**src/rtl/mcb_pkg.sv**
```systemverilog
package mcb_pkg;
   localparam int REG_W    = 64;
   localparam int CODE_W   = 16;
   localparam int OTHER_W  = 25;
   localparam int CNT_W    = 15;
   localparam int VAL_B    = 63;
   localparam int OVF_B    = 62;
   localparam int UC_B     = 61;
   localparam int MODEL_LO = 16;
   localparam int OTH_LO   = 32;
   localparam int CNT_LO   = 38;
   localparam int THR_LO   = 53;
   localparam int RSV_LO   = 55;
   localparam logic [1:0] THR_GREEN  = 2'b00;
   localparam logic [1:0] THR_YELLOW = 2'b10;

   typedef struct packed {
      logic                valid;
      logic                ovf;
      logic                uc;
      logic [CODE_W-1:0]   code;
      logic [CODE_W-1:0]   model;
      logic [OTHER_W-1:0]  other;
      logic [CNT_W-1:0]    cnt;
   } bank_t;
endpackage

```
**src/rtl/mcb_ctl_reg.sv**
```systemverilog
module mcb_ctl_reg #(
   parameter int W       = 64,
   parameter int NUM_SRC = 4
) (
   input  logic               clk,
   input  logic               rst_n,
   input  logic               wr_en,
   input  logic [W-1:0]       wr_data,
   output logic [W-1:0]       ctl_q,
   output logic [NUM_SRC-1:0] src_en,
   output logic               wr_bad
);
   logic all_zero, all_one;

   initial begin
      assert (NUM_SRC >= 1 && NUM_SRC <= W)
         else $error("mcb_ctl_reg: NUM_SRC out of range");
   end

   assign all_zero = (wr_data == '0);
   assign all_one  = (wr_data == '1);
   assign wr_bad   = wr_en && !(all_zero || all_one);

   always_ff @(posedge clk) begin
      if (!rst_n)
         ctl_q <= '0;
      else if (wr_en && (all_zero || all_one))
         ctl_q <= wr_data;
   end

   generate
      for (genvar i = 0; i < NUM_SRC; i++) begin : g_en
         assign src_en[i] = ctl_q[i];
      end
   endgenerate


   ctl_reject_chk: assert property (@(posedge clk) disable iff (!rst_n)
      wr_bad |=> $stable(ctl_q));


   ctl_uniform_chk: assert property (@(posedge clk) disable iff (!rst_n)
      (ctl_q == '0) || (ctl_q == '1));
endmodule

```
**src/rtl/mcb_status_core.sv**
```systemverilog
module mcb_status_core
   import mcb_pkg::*;
#(
   parameter int NUM_SRC      = 4,
   parameter int SRC_W        = 2,
   parameter bit CNT_SATURATE = 1'b1
) (
   input  logic                clk,
   input  logic                rst_n,
   input  logic                log_req,
   input  logic [SRC_W-1:0]    log_src,
   input  logic                log_corr,
   input  logic [CODE_W-1:0]   log_code,
   input  logic [CODE_W-1:0]   log_model,
   input  logic [OTHER_W-1:0]  log_other,
   input  logic [NUM_SRC-1:0]  src_en,
   input  logic                sw_wr,
   input  logic [REG_W-1:0]    sw_wdata,
   output bank_t               state_q,
   output logic                sw_bad
);
   localparam int EXT_N = 1 << SRC_W;

   logic [EXT_N-1:0] en_ext;
   logic             log_take, sw_zero;
   logic [CNT_W-1:0] cnt_inc;
   bank_t            nxt;

   initial begin
      assert (EXT_N >= NUM_SRC)
         else $error("mcb_status_core: SRC_W too narrow for NUM_SRC");
   end

   assign en_ext   = EXT_N'(src_en);
   assign log_take = log_req && en_ext[log_src];
   assign sw_zero  = sw_wr && (sw_wdata == '0);
   assign sw_bad   = sw_wr && (sw_wdata != '0);

   generate
      if (CNT_SATURATE) begin : g_sat
         assign cnt_inc = (&state_q.cnt) ? state_q.cnt : state_q.cnt + 1'b1;
      end else begin : g_wrap
         assign cnt_inc = state_q.cnt + 1'b1;
      end
   endgenerate

   always_comb begin
      nxt = state_q;
      if (log_take) begin
         if (!state_q.valid) begin
            nxt.valid = 1'b1;
            nxt.ovf   = 1'b0;
            nxt.uc    = !log_corr;
            nxt.code  = log_code;
            nxt.model = log_model;
            nxt.other = log_other;
         end else begin
            nxt.ovf = 1'b1;
         end
         if (log_corr)
            nxt.cnt = cnt_inc;
      end else if (sw_zero) begin
         nxt = '0;
      end
   end

   always_ff @(posedge clk) begin
      if (!rst_n)
         state_q <= '0;
      else
         state_q <= nxt;
   end


   first_log_chk: assert property (@(posedge clk) disable iff (!rst_n)
      log_take && !state_q.valid |=> state_q.valid && !state_q.ovf);


   ovf_set_chk: assert property (@(posedge clk) disable iff (!rst_n)
      log_take && state_q.valid |=> state_q.ovf && $stable(state_q.code) && $stable(state_q.other));


   clr_reject_chk: assert property (@(posedge clk) disable iff (!rst_n)
      sw_bad && !log_req |=> $stable(state_q));


   gated_log_chk: assert property (@(posedge clk) disable iff (!rst_n)
      log_req && !en_ext[log_src] && !sw_wr |=> $stable(state_q));


   no_cnt_wrap_chk: assert property (@(posedge clk) disable iff (!rst_n)
      !(sw_zero && !log_take) |=> state_q.cnt >= $past(state_q.cnt));
endmodule

```
**src/rtl/mcb_status_view.sv**
```systemverilog
module mcb_status_view
   import mcb_pkg::*;
(
   input  bank_t             state,
   input  logic              cap_corr_cnt,
   input  logic              cap_thresh,
   input  logic              cap_ext_layout,
   input  logic [CNT_W-1:0]  thr_limit,
   output logic [REG_W-1:0]  word
);
   logic thr_view, yellow;

   assign thr_view = cap_thresh && !cap_ext_layout;
   assign yellow   = cap_corr_cnt && (thr_limit != '0) && (state.cnt >= thr_limit);

   always_comb begin
      word = '0;
      word[VAL_B] = state.valid;
      word[OVF_B] = state.ovf;
      word[UC_B]  = state.uc;
      word[CODE_W-1:0]              = state.code;
      word[MODEL_LO +: CODE_W]      = state.model;
      word[OTH_LO +: 6]             = state.other[5:0];
      if (cap_corr_cnt)
         word[CNT_LO +: CNT_W] = state.cnt;
      else
         word[CNT_LO +: CNT_W] = state.other[20:6];
      if (thr_view) begin
         word[RSV_LO +: 2] = 2'b00;
         word[THR_LO +: 2] = yellow ? THR_YELLOW : THR_GREEN;
      end else begin
         word[THR_LO +: 4] = state.other[24:21];
      end
   end
endmodule

```
**src/rtl/mc_err_bank.sv**
```systemverilog
module mc_err_bank
   import mcb_pkg::*;
#(
   parameter int NUM_SRC      = 4,
   parameter bit CNT_SATURATE = 1'b1,
   localparam int SRC_W       = (NUM_SRC > 1) ? $clog2(NUM_SRC) : 1
) (
   input  logic               clk,
   input  logic               rst_n,
   input  logic               cap_corr_cnt,
   input  logic               cap_thresh,
   input  logic               cap_ext_layout,
   input  logic [14:0]        thr_limit,
   input  logic               log_req,
   input  logic [SRC_W-1:0]   log_src,
   input  logic               log_corr,
   input  logic [15:0]        log_code,
   input  logic [15:0]        log_model,
   input  logic [24:0]        log_other,
   input  logic               reg_addr,
   input  logic               reg_we,
   input  logic [63:0]        reg_wdata,
   output logic [63:0]        reg_rdata,
   output logic               gp_fault
);
   logic [REG_W-1:0]   ctl_q, status_word;
   logic [NUM_SRC-1:0] src_en;
   logic               ctl_bad, st_bad;
   bank_t              state;

   initial begin
      assert (REG_W == 64 && CNT_W == 15)
         else $error("mc_err_bank: status layout expects a 64-bit word");
   end

   mcb_ctl_reg #(.W(REG_W), .NUM_SRC(NUM_SRC)) u_ctl (
      .clk     (clk),
      .rst_n   (rst_n),
      .wr_en   (reg_we && !reg_addr),
      .wr_data (reg_wdata),
      .ctl_q   (ctl_q),
      .src_en  (src_en),
      .wr_bad  (ctl_bad)
   );

   mcb_status_core #(.NUM_SRC(NUM_SRC), .SRC_W(SRC_W), .CNT_SATURATE(CNT_SATURATE)) u_core (
      .clk       (clk),
      .rst_n     (rst_n),
      .log_req   (log_req),
      .log_src   (log_src),
      .log_corr  (log_corr),
      .log_code  (log_code),
      .log_model (log_model),
      .log_other (log_other),
      .src_en    (src_en),
      .sw_wr     (reg_we && reg_addr),
      .sw_wdata  (reg_wdata),
      .state_q   (state),
      .sw_bad    (st_bad)
   );

   mcb_status_view u_view (
      .state          (state),
      .cap_corr_cnt   (cap_corr_cnt),
      .cap_thresh     (cap_thresh),
      .cap_ext_layout (cap_ext_layout),
      .thr_limit      (thr_limit),
      .word           (status_word)
   );

   assign reg_rdata = reg_addr ? status_word : ctl_q;

   always_ff @(posedge clk) begin
      if (!rst_n)
         gp_fault <= 1'b0;
      else
         gp_fault <= ctl_bad || st_bad;
   end


   fault_cause_chk: assert property (@(posedge clk) disable iff (!rst_n)
      gp_fault |-> $past(reg_we));


   rsv_zero_chk: assert property (@(posedge clk) disable iff (!rst_n)
      reg_addr && cap_thresh && !cap_ext_layout |-> reg_rdata[56:55] == 2'b00);
endmodule

```
**config.mk**
```make
export PLATFORM = sky130hd
export DESIGN_NAME = mc_err_bank
export DESIGN_NICKNAME = d
export VERILOG_FILES = /design/src/rtl/mcb_pkg.sv /design/src/rtl/mcb_ctl_reg.sv /design/src/rtl/mcb_status_core.sv /design/src/rtl/mcb_status_view.sv /design/src/rtl/mc_err_bank.sv
export SDC_FILE = /design/constraint.sdc
export NUM_CORES = 1
export LEC_CHECK = 0
export ABC_AREA = 1
export BUFFER_PORTS_ARGS = -buffer_cell sky130_fd_sc_hd__buf_2
export CAP_MARGIN = 20
export CORE_MARGIN = 2
export CORE_UTILIZATION = 30
export CTS_CLUSTER_SIZE = 10
export DETAILED_ROUTE_END_ITERATION = 10
export PLACE_DENSITY = 0.51
export SYNTH_ARGS = -nofsm -noshare
export SYNTH_HDL_FRONTEND = slang
export SYNTH_HIERARCHICAL = 1
export SYNTH_SLANG_ARGS = --single-unit
export TNS_END_PERCENT = 100
```
**constraint.sdc**
```tcl
create_clock -name clk -period 2.3 [get_ports clk]
set_input_delay 0.23 -clock clk [delete_from_list [all_inputs] [get_ports clk]]
set_output_delay 0.23 -clock clk [all_outputs]
set_load 0.005 [all_outputs]
```
Word level (Yosys, flattened, before mapping)
Cells that the tools add are included.
- register bits: 140
- latch bits: 0
- bits in writable memories: 0
- bits in read-only memories: 0
- input bits: 147
- memories kept: 0
- add/sub/neg operators: 1
- $mul: 0
- divide/modulo/power cells: 0
- magnitude comparators: 2
- equal/unequal tests: 4
- shifts and indexed selects: 0
- mux-type cells: 12
- bitwise logic cells: 0
- reduce and logical (&&, ||, !) cells: 23
- operator list (operator ; count):
    $mux 75 ; 2
    $eq 64x64->1 const B ; 1
    $logic_not 64->1 ; 1
    $mux 64 ; 1
    $reduce_bool 64->1 ; 1
    $mux 58 ; 1
    $mux 15 ; 3
    $add 15x1->15 const B ; 1
    $ge 15x15->1 ; 1
    $reduce_and 15->1 ; 1
    $reduce_bool 15->1 ; 1
    $logic_and 1x1->1 ; 10
    $ne 2x2->1 const B ; 3
    $logic_not 1->1 ; 4
    $mux 4 ; 1
    $lt 2x3->1 const B ; 1
    $reduce_and 3->1 ; 1
    $bmux 1 s2 ; 1
    $logic_or 1x1->1 ; 2
    $mux 1 ; 2
    $mux 2 ; 1
    $reduce_and 2->1 ; 1
    $reduce_bool 2->1 ; 1

Longest topological paths before layout
Gate-level depths: netlist of the first run.
- depth after elaboration: 6
- mapped depth: 13
- gate-level depth less buffers: 13

By module
The synthesis of the first run kept the hierarchy.
- by module, submodules not included (module ; instances ; cells each ; area each (µm²)):
    mcb_status_core ; 1 ; 482 ; 3492.1
    mcb_ctl_reg ; 1 ; 340 ; 2573.7
    mcb_status_view ; 1 ; 159 ; 1093.5
    mc_err_bank ; 1 ; 214 ; 863.3

Least setup slack after synthesis of the first run
OpenSTA, ideal clock, no wires.
- path kind: register to register
- start point: register u_core/state_q[1] in the netlist's numbering
- end point: register u_core/state_q[0] in the netlist's numbering
- arrival: 1.404 ns
- data required time: 2.190 ns
- slack: 0.786 ns
- cell stages (with the launch flop): 10
- cell sequence: dfxtp_1 > ha_1 > nand2_1 > nor2_2 > nand2_1 > nor2_2 > nor3_1 > or2_2 > nand3_1 > inv_1
- word-level cells in the longest chain between the ends: 3
- ends and longest elaborated chain (what ; RTL line ; RTL):
    start, declared ; mcb_status_core.sv:19 ; output bank_t state_q,
    start signal, assigned ; mcb_status_core.sv:71 ; state_q <= nxt;
    $reduce_and 15->1 ; mcb_status_core.sv:41 ; assign cnt_inc = (&state_q.cnt) ? state_q.cnt : state_q.cnt + 1'b1;
    $ne 2x2->1 (no source line) ; n/a ;
    $reduce_and 3->1 (no source line) ; n/a ;
No other way between the ends.
A chain may end at the register's enable or synchronous reset.

Worst setup path in the final report of the first run
- start point: register u_core/state_q[5] in the netlist's numbering
- end point: output port reg_rdata[54]
- word-level cells in the longest chain between the ends: 5
- ends and longest elaborated chain (what ; RTL line ; RTL):
    $ge 15x15->1 ; mcb_status_view.sv:14 ; assign yellow = cap_corr_cnt && (thr_limit != '0) && (state.cnt >= thr_limit);
    $logic_and 1x1->1 ; mcb_status_view.sv:14 ;
    $mux 2 ; mcb_status_view.sv:30 ; word[THR_LO +: 2] = yellow ? THR_YELLOW : THR_GREEN;
    $mux 4 ; mcb_status_view.sv:28 ; if (thr_view) begin
    named net status_word[54] ; mc_err_bank.sv:26 ; logic [REG_W-1:0] ctl_q, status_word;
    $mux 64 ; mc_err_bank.sv:71 ; assign reg_rdata = reg_addr ? status_word : ctl_q;
    end, declared ; mc_err_bank.sv:23 ; output logic [63:0] reg_rdata,
The timed path passes the listed nets, and every way through them passes these cells.

==> results of run 1 <==
[stage by stage]
stage / cell area (um^2) / worst slack (ns) / instances / hold WS, ns / util (%)
final: 9650 / 0.158 / 1692 / 0.0273 / 36.9
after global routing: 9650 / 0.000743 / 1692 / 0.0110 / 36.9
after CTS: 9580 / 0.0169 / 1690 / 0.00759 / 36.6
after detailed placement: 8870 / 0.373 / 1650 / 0.434 / 33.9
after floorplan: 8030 / 0.786 / 1198 / 0.340 / -
after global placement: 8850 / 0.414 / 1649 / 0.431 / 33.9
[worst max-delay path: stages, from the launching register on]
cell and delay [ns]:
sky130_fd_sc_hd__dfxtp_4 0.38, sky130_fd_sc_hd__ha_1 0.30, sky130_fd_sc_hd__nand2_2 0.06, sky130_fd_sc_hd__nor2_2 0.12, sky130_fd_sc_hd__nand2_1 0.09, sky130_fd_sc_hd__nor2_2 0.10, sky130_fd_sc_hd__nor2_2 0.04, sky130_fd_sc_hd__nand3_2 0.07
sky130_fd_sc_hd__nand2_2 0.06, sky130_fd_sc_hd__nand2_1 0.06, sky130_fd_sc_hd__nand2_1 0.05, sky130_fd_sc_hd__nand2_1 0.07, sky130_fd_sc_hd__buf_2 0.10
[metal layers]
layer / share of wire (%) / vias to the layer above / global-route usage (%)
met5: 0 / - / 0
met4: 1.4 / 0 / 5.22
met3: 4.0 / 21 / 3.38
met2: 47 / 150 / 27.8
met1: 48 / 3505 / 22.1
li1: - / 4038 / -
[path summary, 6_finish.rpt]
path	slack [ns]	end
max	0.16	reg_rdata[54]
min	0.03	u_core/state_q[27]
max reg2reg	0.40	u_core/state_q[41]
min reg2reg	0.46	u_core/state_q[30]
[Yosys cell counts (all sizes together) (8+ instances only)]
cell,count
nand3,130
mux2,14
clkbuf,10
nor2,199
dfxtp,140
inv,56
a21oi,88
nor3,8
nand2,399
ha,16
nand4,13
buf,102
[power groups by stage]
| stage | registers [mW] | logic, mW | clock network [mW] |
|---|---|---|---|
| after global routing | 2.49 | 0.671 | 3.05 |
| after global placement | 2.54 | 0.584 | 0 |
| after floorplan | 2.54 | 0.367 | 0 |
| final | 2.49 | 0.598 | 2.87 |
| after detailed placement | 2.55 | 0.591 | 0 |
| after CTS | 2.49 | 0.603 | 2.95 |
[sequential cells by signal (all words and copies together), names as in the netlist]
register and flops:
u_core/state_q 75, u_ctl/ctl_q 64, gp_fault 1
[cell type report]
cell class / instances / area [um^2]
fill: 2882 / 16500
multi-input combinational: 890 / 4240
sequential: 140 / 2830
timing repair buffer: 237 / 1320
clock buffer: 20 / 457
tap: 335 / 419
inverter: 56 / 210
clock inverter: 12 / 161
antenna: 2 / 5.00
[kinds of logic (layout without fill, tap and decap cells)]
family,after synthesis,count (layout),synth area share (%)
AND/OR/NAND/NOR,753,753,40.3
flip-flops,140,140,34.9
AO/OA/AOI/OAI,98,98,6.32
XOR/XNOR,5,5,0.546
buffers and inverters,168,325,13.1
other,1,6,0.0467
adder cells (fa/ha/maj),16,16,2.50
multiplexers,14,14,2.29
[repair_timing]
| item | CTS | global route |
|---|---|---|
| endpoints found under the setup margin | 1 | 1 |
| hold buffers | 8 | 0 |
| gates cloned | 0 | 0 |
| gates resized for setup | 7 | 21 |
| hold endpoints to repair | 8 | 0 |
==> impl_results.md, run 1 <==
- Count of boundary I/O pins: approximately 210
- Actual transition at the worst max-transition pin: slightly below 0.6 ns
- Number of max-cap violations: 0
- Final hold viol count: 0
- Die W: roughly 170 um
- Global-route wire length before repair: 37900 um
- Async SR Flop Fraction: 0%
- Number of clock sinks: 140
- Count of nets left with antenna violations after detail routing: 0
- Setup skew after layout: 0.0106 ns
- TritonCTS clock tree: yes
- Fraction of layout cells with a size suffix above 1: between 20 and 30%
- Post-synthesis register bit count: 140
- Row cnt: between 50 and 60
- Nature of the critical path endpoint: output pin
- Worst Path Class, Setup: reg -> out
- CP startpoint kind: flop
- Cell accounting for the most synthesized area: sky130_fd_sc_hd__dfxtp_1
- FMAX: 0.467 GHz
- Setup repair after global routing missed its margin: no
- Number of antenna violations at the first check in global routing: 2
- Power Total: about 6.0 mW
- Cell Int Power: between 4 and 5 mW
- Number of instances in the synthesized netlist: roughly 1200
- Hold Path Stages: 3
- Proportion of synthesized chip area in sequential cells: between 30% and 40%
- Pre-Repair DR Iteration Count: 7
- PortBufs: around 210
- Buffer depth of the longest clock path: 2
- Peak VDD IR: about 0.00032 V
- Routed length per placed instance: roughly 14 um
- Total track usage: 16.8%
- Clock input transition at the sequential cells of the worst setup and hold paths: ~0.060 ns
- Most used cells in the layout excluding fill and tap cells: sky130_fd_sc_hd__nand2_1, sky130_fd_sc_hd__buf_2, sky130_fd_sc_hd__nor2_1
- Switching power total: around 1.5 mW
- Violations in the final reports: DRC
- Total CTS buffers: 17
- Dominant synthesized flop cell: sky130_fd_sc_hd__dfxtp_1
- Hold Crit Class: in -> reg
- Start point of the critical path: u_core/state_q[5]
- Share of the clock period used by the worst path: 93.1%
- Arrival time of data at the critical path endpoint: about 1.9 ns
- Chip Height: 168 um
- Summed negative setup slack over all endpoints: 0 ns
- Last weighted congestion value of the routability-driven placer: 0.824
- Initial core utilization: between 30% and 40%
- Final setup violating endpoints: 0
- HP Start: log_other[12]
- # nets final: ~1500
- Clock Power Share: 48.2%
- Slew headroom: between 60% and 70%
- Number of enable-type register cells in the synthesized netlist: 0
- Detailed router's first-iteration violation count: 470
- Number of global-route vias before repair: ~7300
- Syn. warnings: 6
- Synthesized area: 8020 um^2
- CP required: 2.07 ns
- Combinational share of power: about a tenth
- Pleak: 4.67 nW
- Core area: 26100 um^2
- Average via count per standard cell: roughly 4.6
- Clock latency on the worst-skew pair: between 0.4 and 0.5 ns
- DRC viols: 10
- Ranking of synthesized cells by area: sky130_fd_sc_hd__dfxtp_1, sky130_fd_sc_hd__nand2_1, sky130_fd_sc_hd__nor2_1
- Aggregate global routing overflow: 0
- Count of different cell masters after synthesis: 38
- Final HPWL from detailed placement: approximately 17000 um
- Minimum clock period: approximately 2.1 ns
- Net switching share of the total power: 25.0%
- Area Growth Syn to Fin: 20.3%
- Number of cells on the worst reg-to-reg path: 11
- Run status: finished with violations
- Post-CTS setup repair buffer count: 0
- Vias: between 7000 and 8000
- Post-synth top area share: a little over a third
- Final max-slew violation count: 0
- Most common cell after layout, fill and taps aside: sky130_fd_sc_hd__nand2_1
- Total length of routed wires: approximately 24000 um
- Maximum number of pins on one net before global-route repair: 84
- Total power density per cell area: 617 nW/um^2
- Die Footprint: 28100 um^2
- Critical-path maximum fanout: 7
- Reg2reg start: u_ctl/ctl_q[0]
- Mean instance size in the synthesized netlist: between 6 and 7 um^2
- Root buffer cell: sky130_fd_sc_hd__clkbuf_16
- Level count of the clock H-tree: 4
- Share of power burned in registers: a little over two fifths
Note: power is estimated with default switching activity, not from simulation.
==> run 2: changes to the inputs <==
- CORE_MARGIN: 2 -> 5
==> run 2 against run 1 <==
  * The run now ends clean
  * Clock skew fell by 0.0027 ns
  * Worst setup slack got worse by 0.015 ns
  * Global-route usage fell by 0.78 points
  * Flip-flop and latch count did not move
  * Final cell count rose by 0.12%
  * Wire length rose by 6.4%
  * Core utilization rose by 0.21 points
  * Sequential power barely moved
  * Register-to-register slack got worse by 0.06 ns
  * First-iteration DRC count rose by 9.6%
  * Critical path depth did not move
  * Die area rose by 7.3%
  * Critical endpoint unchanged
  * Largest power group unchanged
  * Highest routed layer is now met5
==> impl_results.md, run 2 (same netlist as run 1, synthesis figures left out) <==
- Run status: complete, no violations
- Hold Path Stages: 3 (unchanged)
- FMAX: 0.464 GHz (-0.69%)
- Fraction of layout cells with a size suffix above 1: 26.1% (+0.75 points)
- Peak VDD IR: 0.000280 V (-14%)
- Total CTS buffers: 17 (unchanged)
- Final hold viol count: 0 (unchanged)
- Register with the most flip-flops: u_core/state_q
- HP Start: log_other[7]
- CP required: 2.07 ns (about the same)
- # nets final: 1508 (+0.20%)
- Number of global-route vias before repair: 7438 (+1.3%)
- PortBufs: 211 (unchanged)
- Worst hold endpoint: u_core/state_q[22]
- Aggregate global routing overflow: 0 (unchanged)
- Area used by multi-input combinational logic: 4330 um^2 (+2.1%)
- Pleak: 4.66 nW (-0.27%)
- Row cnt: 59 (unchanged)
- Vias: 7862 (+1.9%)
- Global-route wire length before repair: 39200 um (+3.3%)
- Last weighted congestion value of the routability-driven placer: 0.873 (+5.8%)
- Slew headroom: 39.1% (-22 points)
- Non-filler cells, final: 1694 (+0.12%)
- Buffer depth of the longest clock path: 2 (unchanged)
- Critical-path maximum fanout: 7 (unchanged)
- Setup skew after layout: 0.00790 ns (-0.00270 ns)
- Hold Crit Class: in -> reg
- Total length of routed wires: 25100 um (+6.4%)
- Pre-Repair DR Iteration Count: 5 (-2)
- Clock input transition at the sequential cells of the worst setup and hold paths: 0.06 ns (about the same)
- Die Footprint: 30100 um^2 (+7.3%)
- Number of max-cap violations: 0 (unchanged)
- TritonCTS clock tree: yes
- Met3 Track Usage GR: 3.51% (+0.13 points)
- DRC viols: 0 (-10)
- Hold slack final: 0.0306 ns (+0.00327 ns)
- Level count of the clock H-tree: 4 (unchanged)
- Chip Height: 174 um (+3.6%)
- Die W: 174 um (+3.6%)
- Most used cells in the layout excluding fill and tap cells: sky130_fd_sc_hd__nand2_1, sky130_fd_sc_hd__buf_2, sky130_fd_sc_hd__nor2_1
- Count of nets left with antenna violations after detail routing: 0 (unchanged)
- Power Total: 5.81 mW (-2.5%)
- Largest registers in the final layout: u_core/state_q x75, u_ctl/ctl_q x64, gp_fault x1
- Nature of the critical path endpoint: output pin
- Average via count per standard cell: 4.64 (+1.8%)
- Met2 track demand over resource in global routing: 27.0% (-0.82 points)
- Actual transition at the worst max-transition pin: 0.909 ns (+0.322 ns)
- Number of cells on the worst reg-to-reg path: 8 (-3)
- Number of clock sinks: 140 (unchanged)
- Initial core utilization: 30.6% (-0.086 points)
- GR Util met1: 20.7% (-1.4 points)
- Filler cell count: 2889 (+0.24%)
- Area Growth Syn to Fin: 21.4%
- CP startpoint kind: flop
- Final setup violating endpoints: 0 (unchanged)
- Maximum number of pins on one net before global-route repair: 106 (+26%)
- Detailed router's first-iteration violation count: 515 (+9.6%)
- Final HPWL from detailed placement: 18000 um (+6.0%)
- Endpoint of the most critical register-to-register path: u_core/state_q[43]
- Max FFs per register: 75 (unchanged)
- Core area: 26200 um^2 (+0.28%)
- Minimum clock period: 2.16 ns (+0.0148 ns)
- Share of the clock period used by the worst path: 93.8% (+0.64 points)
- Number of antenna violations at the first check in global routing: 2 (unchanged)
- Total track usage: 16.0% (-0.78 points)
- Worst Path Class, Setup: reg -> out
- Count of boundary I/O pins: 212 (unchanged)
- Total power density per cell area: 597 nW/um^2 (-3.3%)
- Worst R2R Setup Slack: 0.34 ns (-0.06 ns)
- Arrival time of data at the critical path endpoint: 1.93 ns (+0.02 ns)
- Layer carrying the most global-route usage: met2
- Most common cell after layout, fill and taps aside: sky130_fd_sc_hd__nand2_1
- Cells after DPL: 1648 (-0.12%)
- Root buffer cell: sky130_fd_sc_hd__clkbuf_16
- Reg2reg start: u_ctl/ctl_q[0]
- Clock latency on the worst-skew pair: 0.42 ns (about the same)
- Seq. cell area: 2850 um^2 (+0.49%)
- Final max-slew violation count: 0 (unchanged)
- Routed length per placed instance: 14.8 um (+6.2%)
## run 2: what timing repair did
item	CTS	global route
endpoints found under the setup margin	1	1
setup buffers	0	4
pin swaps	0	6
hold buffers	9	0
gates resized for setup	6	38
endpoints found under the hold margin	9	0
## run 2: report_power, final
group / total [mW] / switching [mW] / internal (mW)
registers: 2.48 / 0.0285 / 2.45
logic: 0.609 / 0.371 / 0.238
clock network: 2.72 / 1.11 / 1.60
total: 5.81 / 1.51 / 4.29
## run 2: area by class of cell
cell class,instances,share of cell area (%)
multi-input combinational,890,44.5
sequential,140,29.2
timing repair buffer,240,13.9
clock buffer,19,4.45
tap,335,4.31
inverter,56,2.16
clock inverter,13,1.47
antenna,1,0.0257
## run 2: layer usage
metal	wire length, um	part of all wire [%]
met1	11500	46
met2	11900	47
met3	1260	5.0
met4	454	1.8
met5	13	0.052
## run 2: stage by stage
step,util [%],worst slack (ns),setup TNS [ns],instance area [um^2]
after floorplan,-,0.786,0,8030
after global placement,33.8,0.324,0,8850
after detailed placement,33.8,0.297,0,8850
after CTS,36.4,0.000151,0,9530
after global routing,37.1,-0.0276,-0.0276,9740
final,37.1,0.143,0,9740
## run 2: worst max path at each step
stage                                  start                 end  slack, ns  cells past startpoint
after global routing       u_core/state_q[3]       reg_rdata[54]      -0.03                     12
after floorplan            u_core/state_q[1]   u_core/state_q[0]       0.79                      9
after global placement         reg_wdata[49]  u_core/state_q[41]       0.32                     12
after CTS                 u_core/state_q[12]       reg_rdata[54]     0.0002                     12
final                      u_core/state_q[3]       reg_rdata[54]       0.14                     12
after detailed placement       reg_wdata[49]  u_core/state_q[19]       0.30                     12
## run 2: critical path, cell delays in order, from the launching register on
cell and delay, ns:
sky130_fd_sc_hd__dfxtp_4 0.37, sky130_fd_sc_hd__ha_1 0.29, sky130_fd_sc_hd__nand2_2 0.06, sky130_fd_sc_hd__nor2_4 0.12, sky130_fd_sc_hd__nand2_1 0.08, sky130_fd_sc_hd__nor2_2 0.12, sky130_fd_sc_hd__nor2_2 0.04, sky130_fd_sc_hd__nand3_2 0.07
sky130_fd_sc_hd__nand2_2 0.06, sky130_fd_sc_hd__nand2_2 0.05, sky130_fd_sc_hd__nand2_1 0.05, sky130_fd_sc_hd__nand2_1 0.09, sky130_fd_sc_hd__buf_2 0.12
